### src/rtl/drive_ctl_regs.sv
module drive_ctl_regs #(
  parameter int ADDR_W = 4,
  parameter int EXT_W = 8,
  parameter int SYNC_STAGES = 2,
  parameter logic [ADDR_W-1:0] STAT_ADDR = 4'h2,
  parameter logic [ADDR_W-1:0] EXT_RD_ADDR = 4'h3,
  parameter logic [ADDR_W-1:0] CTRL_ADDR = 4'h5,
  parameter logic [ADDR_W-1:0] EXT_WR_ADDR = 4'h6,
  parameter logic [7:0] CTRL_RST = 8'h2E,
  parameter logic [EXT_W-1:0] EXT_RST = '1
) (
  input  logic              clk,
  input  logic              rst_n,
  input  logic              wr_en,
  input  logic [ADDR_W-1:0] addr,
  input  logic [7:0]        wdata,
  output logic [7:0]        rdata,
  output logic              drv_stop_n,
  output logic              drv_motor_n,
  output logic              drv_read,
  output logic              mirror_vert,
  output logic              crc_ctl,
  output logic              scan_gap,
  output logic              xfer_irq_en,
  output logic [EXT_W-1:0]  ext_out,
  input  logic              drv_present_n,
  input  logic              drv_head_n,
  input  logic              drv_wren_n,
  input  logic [EXT_W-1:0]  ext_in
);
  localparam int SW = EXT_W + 3;

  logic [7:0]       ctrl_q;
  logic [EXT_W-1:0] ext_q;
  logic [SW-1:0]    sync_q [SYNC_STAGES];
  logic [SW-1:0]    sync_s;
  logic             head_prev;
  logic             rdy_q;

  always_ff @(posedge clk or negedge rst_n) begin
    if (!rst_n) begin
      for (int i = 0; i < SYNC_STAGES; i++) sync_q[i] <= {EXT_RST, 3'b111};
    end else begin
      sync_q[0] <= {ext_in, drv_wren_n, drv_head_n, drv_present_n};
      for (int i = 1; i < SYNC_STAGES; i++) sync_q[i] <= sync_q[i-1];
    end
  end

  assign sync_s = sync_q[SYNC_STAGES-1];

  always_ff @(posedge clk or negedge rst_n) begin
    if (!rst_n) begin
      ctrl_q <= CTRL_RST;
      ext_q  <= EXT_RST;
    end else if (wr_en) begin
      if (addr == CTRL_ADDR)   ctrl_q <= wdata | 8'h20;
      if (addr == EXT_WR_ADDR) ext_q  <= wdata[EXT_W-1:0];
    end
  end

  wire motor_run = ctrl_q[0] & ~ctrl_q[1];
  wire head_s    = sync_s[1];
  wire head_fall = head_prev & ~head_s;

  always_ff @(posedge clk or negedge rst_n) begin
    if (!rst_n) begin
      head_prev <= 1'b1;
      rdy_q     <= 1'b1;
    end else begin
      head_prev <= head_s;
      if (!motor_run)     rdy_q <= 1'b1;
      else if (head_fall) rdy_q <= 1'b0;
      else if (head_s)    rdy_q <= 1'b1;
    end
  end

  assign drv_stop_n  = ctrl_q[0];
  assign drv_motor_n = ~motor_run;
  assign drv_read    = ctrl_q[2];
  assign mirror_vert = ctrl_q[3];
  assign crc_ctl     = ctrl_q[4];
  assign scan_gap    = ctrl_q[6];
  assign xfer_irq_en = ctrl_q[7];
  assign ext_out     = ext_q;

  always_comb begin
    rdata = '0;
    if (addr == STAT_ADDR)
      rdata = {1'b0, 1'b1, 3'b000, sync_s[2], rdy_q, sync_s[0]};
    else if (addr == EXT_RD_ADDR)
      rdata[EXT_W-1:0] = sync_s[SW-1:3] & ext_q;
  end
endmodule

### config.mk
export PLATFORM = sky130hd
export DESIGN_NAME = drive_ctl_regs
export DESIGN_NICKNAME = d
export VERILOG_FILES = /design/src/rtl/drive_ctl_regs.sv
export SDC_FILE = /design/constraint.sdc
export NUM_CORES = 1
export LEC_CHECK = 0
export BUFFER_PORTS_ARGS = -buffer_cell sky130_fd_sc_hd__buf_4
export CAP_MARGIN = 20
export CORE_MARGIN = 2
export CORE_UTILIZATION = 51
export DETAILED_ROUTE_END_ITERATION = 7
export MAX_ROUTING_LAYER = met4
export PLACE_DENSITY = 0.91
export REMOVE_ABC_BUFFERS = 1
export SLEW_MARGIN = 10
export SYNTH_ARGS = -nofsm -noshare
export SYNTH_HDL_FRONTEND = slang
export SYNTH_SLANG_ARGS = --single-unit
### constraint.sdc
create_clock -name clk -period 3 [get_ports clk]
set_input_delay 0.45 -clock clk [delete_from_list [all_inputs] [get_ports clk]]
set_output_delay 0.45 -clock clk [all_outputs]
set_load 0.01 [all_outputs]
* Word level (Yosys, flattened, before mapping) *
Cells that the tools add are included.
Widths: inputs -> output; s select.

word-level totals
  output and inout port bits = 23
  logic and storage cells = 24
  register bits after elaboration = 39
  input port bits = 26

cells by class
  reductions and logical operators = 2
  multiplexer cells = 5
  eq/ne operators = 5
  bitwise operators = 6

operators by type and width
  cell                number
  $mux 8              2
  $and 8x8->8         1
  $eq 4x2->1 const B  2
  $eq 4x3->1 const B  2
  $reduce_and 2->1    2
  $mux 1              3
  $ne 3x2->1 const B  1
  $not 1->1           3
  $and 1x1->1         2

* Depth between registers and ports, before layout *
Gate-level depths: netlist of the first run.

  depth after elaboration = 4
  mapped depth = 3
  mapped depth without buffers = 3

* Worst setup path after synthesis of the first run *
Ideal clock, no wire load.

  path type = input-to-output
  start point = input addr[2]
  end point = output rdata[3]
  slack = 1.235 ns
  required time = 2.550 ns
  cell stages on the path = 3
  arrival = 1.315 ns
  buffers on the path = 0
  cell sequence = or3b_2 > nor2_1 > and3_1

between the ends
  longest elaborated chain between the ends = 3
  elaborated cells between the ends (all ways) = 4

ends and longest elaborated chain
  item             RTL line  text
  start, declared  15        input logic [ADDR_W-1:0] addr,
  $eq 4x2->1       90        else if (addr == EXT_RD_ADDR)
  $mux 8           90
  $mux 8 *         88        if (addr == STAT_ADDR)
  end, declared    17        output logic [7:0] rdata,

Every way passes the cells marked *; elsewhere a longest branch is shown, timed or not.

* Worst setup path in the final report of the first run *
  start point = input addr[3]
  end point = output rdata[5]

The elaborated chain is that of the path after synthesis.

==> impl_metrics.json, run 1 <==
{
  "path_delay_family": "simple AND/OR/NAND/NOR gates",
  "grt_pass1_wl_microns": 3970,
  "synthSimpleGateAreaFrac_pct": 9.38,
  "worstMarginPinSlew_ps": 628,
  "wl_per_cell_microns": 14.3,
  "cts-buffers-inserted": 5,
  "r2r_slack_ps": 2150,
  "rsz0062_at_grt": "no",
  "grt_pass1_vias": 843,
  "cts_tree": "yes",
  "drc": 0,
  "tns_ps": 0,
  "dieArea_sq_um": 3070,
  "cts_root_buf": "clkbuf_4",
  "grt_max_degree": 40,
  "synthMuxAreaShare_pct": 12.5,
  "grt_overflow": 0,
  "synth.distinct_cells": 15,
  "cts.hold.buffers_added": 0,
  "ir_drop_uv": 477,
  "die_h_microns": 55.4,
  "ys_seq_elements": 39,
  "firstDrtPassIters": 3,
  "cts_buffer_depth": 2,
  "path_class": "primary input to output pin",
  "finalPower_mw": 1.14,
  "p_per_area_nw_per_um2": 629,
  "yosysWarnings": 0,
  "yosysTopAreaCell": "dfstp_2",
  "ys_top_cells_by_area": "dfstp_2 (68%), mux2_2 (13%), dfrtp_1 (7.4%)",
  "drv_cap": 0,
  "max_freq_mhz": 481,
  "worstPathArrival_ps": 1630,
  "synth_top_family_by_area": "multiplexers",
  "max_stage_delay_ps": 500,
  "worstPathRequired_ps": 2550,
  "hold_violations": 0,
  "syn_to_final_growth_pct": 34.1,
  "post_cts_buffers": 0,
  "nets": 160,
  "slew_violations": 0,
  "cts-resized-gates": 0,
  "synthXorXnorAreaFrac_pct": 0,
  "drive_gt1_share_pct": 81.5,
  "postRouteAntennaNets": 0,
  "cts.sinks": 39,
  "antenna_found_initial": 0,
  "track_usage_pct": 17.7,
  "finalSetupViolCount": 0,
  "hp-class": "primary input to async pin",
  "netlist_instances": 79,
  "vias_per_cell": 4.91,
  "cp_max_fo": 5,
  "synth_compound_area_share_pct": 1.86,
  "period_share_pct": 69.3,
  "num_vias": 810,
  "avgSynthCellArea_sq_um": 17.1,
  "ios": 49,
  "skew_ps": 5.45,
  "start_util_pct": 53.9,
  "path_buf_inv": 2,
  "wirelength_microns": 2350,
  "drtIter0Drc": 8,
  "die_w_microns": 55.4,
  "cp-start-kind": "primary input",
  "numPortBuffers": 48,
  "core-area_sq_um": 2500,
  "clk-insertion-delay-late_ps": 330,
  "hpwl_microns": 1790,
  "synth-adder-area-share_pct": 0,
  "gp_congestion": 0.858,
  "p_leak_nw": 0.820,
  "clk_pin_slew_ps": 120,
  "rows": 18,
  "worst_path_max_delay_cell": "or3b_2",
  "synth_top_area_share_pct": 68.2,
  "diodes": 0,
  "h-tree-depth": 2,
  "crit_chain": "buf_4 > or3b_2 > nor2_1 > and3_1 > buf_4",
  "seq_area_frac_synth_pct": 75.7,
  "period_minus_slack_ps": 2080,
  "status": "finished, final reports clean",
  "slew_headroom_pct": 57.9,
  "end_kind": "output pin",
  "crit_top_cell": "buf_4",
  "syn-cell-area_sq_um": 1350
}
==> path summary, 6_finish.rpt <==
kind,endpoint,cells past startpoint,start
worst max register to register,rdy_q$_DFFE_PN1P_,3,ctrl_q[1]$_DFFE_PN1P_
worst min-delay path,ctrl_q[0]$_DFFE_PN0P_,1,rst_n
max in group asynchronous,sync_q[13]$_DFF_PN1_,1,rst_n
worst min register to register,sync_s[1]$_DFF_PN1_,0,sync_q[12]$_DFF_PN1_
min in group clk,sync_q[18]$_DFF_PN1_,1,ext_in[4]
worst max-delay path,rdata[5],5,addr[3]
==> cells in the mapped netlist <==
master    instances
o21ai_0           1
nor4_4            1
mux2_2           15
and3_1            4
inv_2             1
a21oi_1           4
dfrtp_1           4
nand3_1           3
or3b_2            1
nor4b_4           1
nor2_1            2
nand2_1           5
dfstp_2          35
inv_1             1
nand2b_1          1
==> through the flow <==
stage	cells	hold slack, ps	cell area, sq um	utilization [%]	worst slack [ps]
after floorplan	79	154	1350	-	1240
after global placement	157	346	1750	69.8	937
after detailed placement	157	347	1750	69.8	920
after CTS	165	46.7	1810	72.3	910
after global routing	165	53.6	1810	72.3	841
final	165	55.7	1810	72.3	921
==> sequential cells by signal, indices dropped and copies added (netlist names) <==
signal	count
rdy_q	1
ext_out	8
head_prev	1
sync_q	11
sync_s	11
ctrl_q	7
==> layer usage <==
layer / GRT usage (%) / routed length [microns] / up-vias / part of all wire [%]
met3: 7.26 / 103 / 2 / 4.4
met1: 21.3 / 952 / 404 / 40
li1: - / - / 382 / -
met4: 4.18 / 10 / 0 / 0.43
met5: - / 0 / - / 0
met2: 28.2 / 1290 / 22 / 55
==> worst reg2reg max path: stages, from the launching register on <==
cell and delay (ps):
dfstp_2 550, nand2b_1 120, nor2_1 40, o21ai_0 70
==> cell usage in the layout, fill, tap and decap left out <==
cell type,count
a21oi_1,4
and3_1,4
buf_4,48
clkbuf_4,5
clkinvlp_4,2
dfrtp_1,4
dfstp_2,35
inv_1,1
inv_2,1
inv_6,1
mux2_2,15
nand2_1,5
nand2b_1,1
nand3_1,3
nor2_1,2
nor4_4,1
nor4b_4,1
o21ai_0,1
or3b_2,1
==> final cells by class <==
class                   count  area (sq um)
well taps                  30          37.5
clock inverters             3          23.8
repair buffers             48           360
multi-input cells          38           320
fillers                   162           693
flip-flops and latches     39          1020
clock buffers               5          37.5
inverters                   2          7.51
==> power by group <==
part	internal (mW)	switching, mW
clock network	0.0938	0.172
registers	0.628	0.0390
logic	0.121	0.0829
==> cell families (layout without fill, tap and decap cells) <==
kind of cell	after synthesis	count (layout)
compound gates	5	5
buf+inv	2	58
flops	39	39
mux	15	15
simple gates	18	18
No activity file was read; power rests on OpenSTA's default activity.
==> run 2, diff against run 1 <==
- ABC_AREA: not set -> 1
- CORE_UTILIZATION: 51 -> 44
- PLACE_DENSITY: 0.91 -> 0.83
- clock period: 3 -> 1.9 ns (I/O delays scaled with it)
==> impl_metrics.json, run 2 <==
{
  "status": "finished, final reports clean",
  "synth.distinct_cells": 16,
  "hold_start": "ext_in[2]",
  "cts-resized-gates": 0,
  "die_w_microns": 61.2,
  "firstDrtPassIters": 4,
  "r2r_start": "ctrl_q[1]$_DFFE_PN1P_",
  "skew_ps": 1.99,
  "synth-adder-area-share_pct": 0,
  "drv_cap": 0,
  "switching_share_pct": 24.7,
  "synth-edff-count": 0,
  "wirelength_microns": 2740,
  "ys.flop_type": "dfstp_2",
  "worstPathRequired_ps": 1620,
  "netlist_instances": 128,
  "start_util_pct": 46.7,
  "end_kind": "output pin",
  "synth.most_common_cell": "nand2_1",
  "seq_area_frac_synth_pct": 70.9,
  "hp-class": "primary input to register",
  "max_freq_mhz": 649,
  "drive_gt1_share_pct": 54.8,
  "diodes": 0,
  "syn_to_final_growth_pct": 37.9,
  "rows": 20,
  "die_h_microns": 61.2,
  "r2r_slack_ps": 1070,
  "yosysWarnings": 0,
  "slew_headroom_pct": 70.1,
  "rsz0062_at_grt": "no",
  "slew_violations": 0,
  "clk-insertion-delay-late_ps": 340,
  "ys_top_cells_by_area": "dfstp_2 (64%), nand2_1 (15%), dfrtp_1 (7.0%)",
  "drtIter0Drc": 21,
  "synth_top_area_share_pct": 64.0,
  "net-switching-power_mw": 0.477,
  "reg2reg_to": "rdy_q$_DFFE_PN1P_",
  "tns_ps": 0,
  "period_minus_slack_ps": 1540,
  "comb_power_share_pct": 16.1,
  "p_per_area_nw_per_um2": 974,
  "synthSimpleGateAreaFrac_pct": 25.2,
  "drc": 0,
  "hold_violations": 0,
  "holdPathEnd": "sync_q[16]$_DFF_PN1_",
  "worstMarginPinSlew_ps": 449,
  "p_leak_nw": 0.935,
  "synth_compound_area_share_pct": 1.74,
  "synth_top_family_by_area": "simple AND/OR/NAND/NOR gates",
  "num_vias": 1028,
  "clk_pin_slew_ps": 120,
  "postRouteAntennaNets": 0,
  "fin_cells": 232,
  "ff2ff_path_depth": 4,
  "hpwl_microns": 2110,
  "fillers": 267,
  "synthArstFlopShare_pct": 100,
  "ys_seq_elements": 39,
  "nets": 213,
  "grt_max_degree": 40,
  "ys_top_cells_by_count": "nand2_1 (56), dfstp_2 (35), nor2_1 (7), dfrtp_1 (4), inv_1 (4)",
  "synthMuxAreaShare_pct": 0,
  "vias_per_cell": 4.43,
  "ir_drop_uv": 593,
  "antenna_found_initial": 0,
  "avgSynthCellArea_sq_um": 11.2,
  "cts_buffer_depth": 2,
  "period_share_pct": 81.1,
  "ios": 49,
  "dp_cells": 220,
  "final_common_cell": "nand2_1",
  "clkPwrFrac_pct": 30.3,
  "h-tree-depth": 2,
  "numPortBuffers": 48,
  "grt_overflow": 0,
  "synthXorXnorAreaFrac_pct": 0,
  "syn-cell-area_sq_um": 1440,
  "intPower_mw": 1.45,
  "finalPower_mw": 1.93,
  "grt_pass1_wl_microns": 4510,
  "track_usage_pct": 17.9,
  "grt_pass1_vias": 1013,
  "wl_per_cell_microns": 11.8,
  "cp_max_fo": 3,
  "final_cell_mix": "nand2_1 (56), buf_4 (48), dfstp_2 (35)",
  "cp-start-kind": "register",
  "dieArea_sq_um": 3740,
  "worstPathArrival_ps": 1260,
  "post_cts_buffers": 0,
  "core-area_sq_um": 3080,
  "cts_tree": "yes",
  "pwr-share-seq_pct": 53.6,
  "holdPathStages": 1,
  "cts-buffers-inserted": 5,
  "finalSetupViolCount": 0,
  "path_class": "register to output pin",
  "cts.sinks": 39,
  "cts_root_buf": "clkbuf_4",
  "yosysTopAreaCell": "dfstp_2",
  "gp_congestion": 0.861
}
-- run 2: cell types whose count changed after synthesis, sizes merged, moves of 2 or more --
| cell | previous run | this run |
|---|---|---|
| a21oi | 4 | 1 |
| clkinv | 0 | 2 |
| nand3 | 3 | 8 |
| and3 | 4 | 0 |
| nand2 | 5 | 57 |
| o21ai | 1 | 4 |
| mux2 | 15 | 0 |
| nor2 | 2 | 11 |
| inv | 2 | 6 |
-- run 2: metrics by stage --
stage	utilization, %	cell area, sq um	hold slack (ps)	setup slack [ps]
global placement	60.2	1850	258	537
floorplan	-	1440	-10.6	795
global route	64.4	1980	0.515	273
detailed placement	60.2	1850	266	486
CTS	63.5	1950	19.1	336
finish	64.4	1980	35.0	359
-- run 2: power by group through the flow --
stage | logic [mW] | clock network, mW | registers (mW)
floorplan | 0.0917 | 0 | 1.07
global placement | 0.302 | 0 | 1.04
detailed placement | 0.310 | 0 | 1.05
CTS | 0.313 | 0.605 | 1.04
global route | 0.348 | 0.644 | 1.05
finish | 0.311 | 0.585 | 1.03
-- run 2: cell type report --
class	instances	area, sq um	share of cell area (%)
sequential	39	1020	51.4
multi-input combinational	81	388	19.6
tap	44	55.1	2.78
clock inverter	2	38.8	1.96
inverter	8	30.0	1.51
clock buffer	6	51.3	2.59
timing repair buffer	52	400	20.2
-- run 2: kinds of logic (layout without fill, tap and decap cells) --
kind of cell	Yosys count	count (layout)
flip-flops	39	39
AO/OA/AOI/OAI	5	5
AND/OR/NAND/NOR	76	76
buffers and inverters	8	68
-- run 2: metal layers --
layer  vias to the layer above  share of wire (%)  track usage [%]
met3                         8                5.1             7.14
met5                         -                  0                -
li1                        512                  -                -
met2                        26                 53             28.0
met1                       482                 40             20.9
met4                         0                1.9             6.52
-- run 2: worst max path at each step --
stage,startpoint,end,cells after the start
after floorplan,addr[2],rdata[0],3
after global placement,addr[2],rdata[2],5
after detailed placement,addr[2],rdata[2],5
after CTS,ext_out[2]$_DFFE_PN1P_,rdata[2],3
after global routing,ext_out[2]$_DFFE_PN1P_,rdata[2],3
final,ext_out[2]$_DFFE_PN1P_,rdata[2],3
-- run 2: repair_timing --
action	CTS	global route
setup endpoints to repair	0	0
hold endpoints to repair	4	3
hold buffers	1	3
-- run 2: worst max-delay path: stages, from the launching register on --
cell and delay (ps):
dfstp_2 570, nand2_1 60, o21ai_1 140, buf_4 140
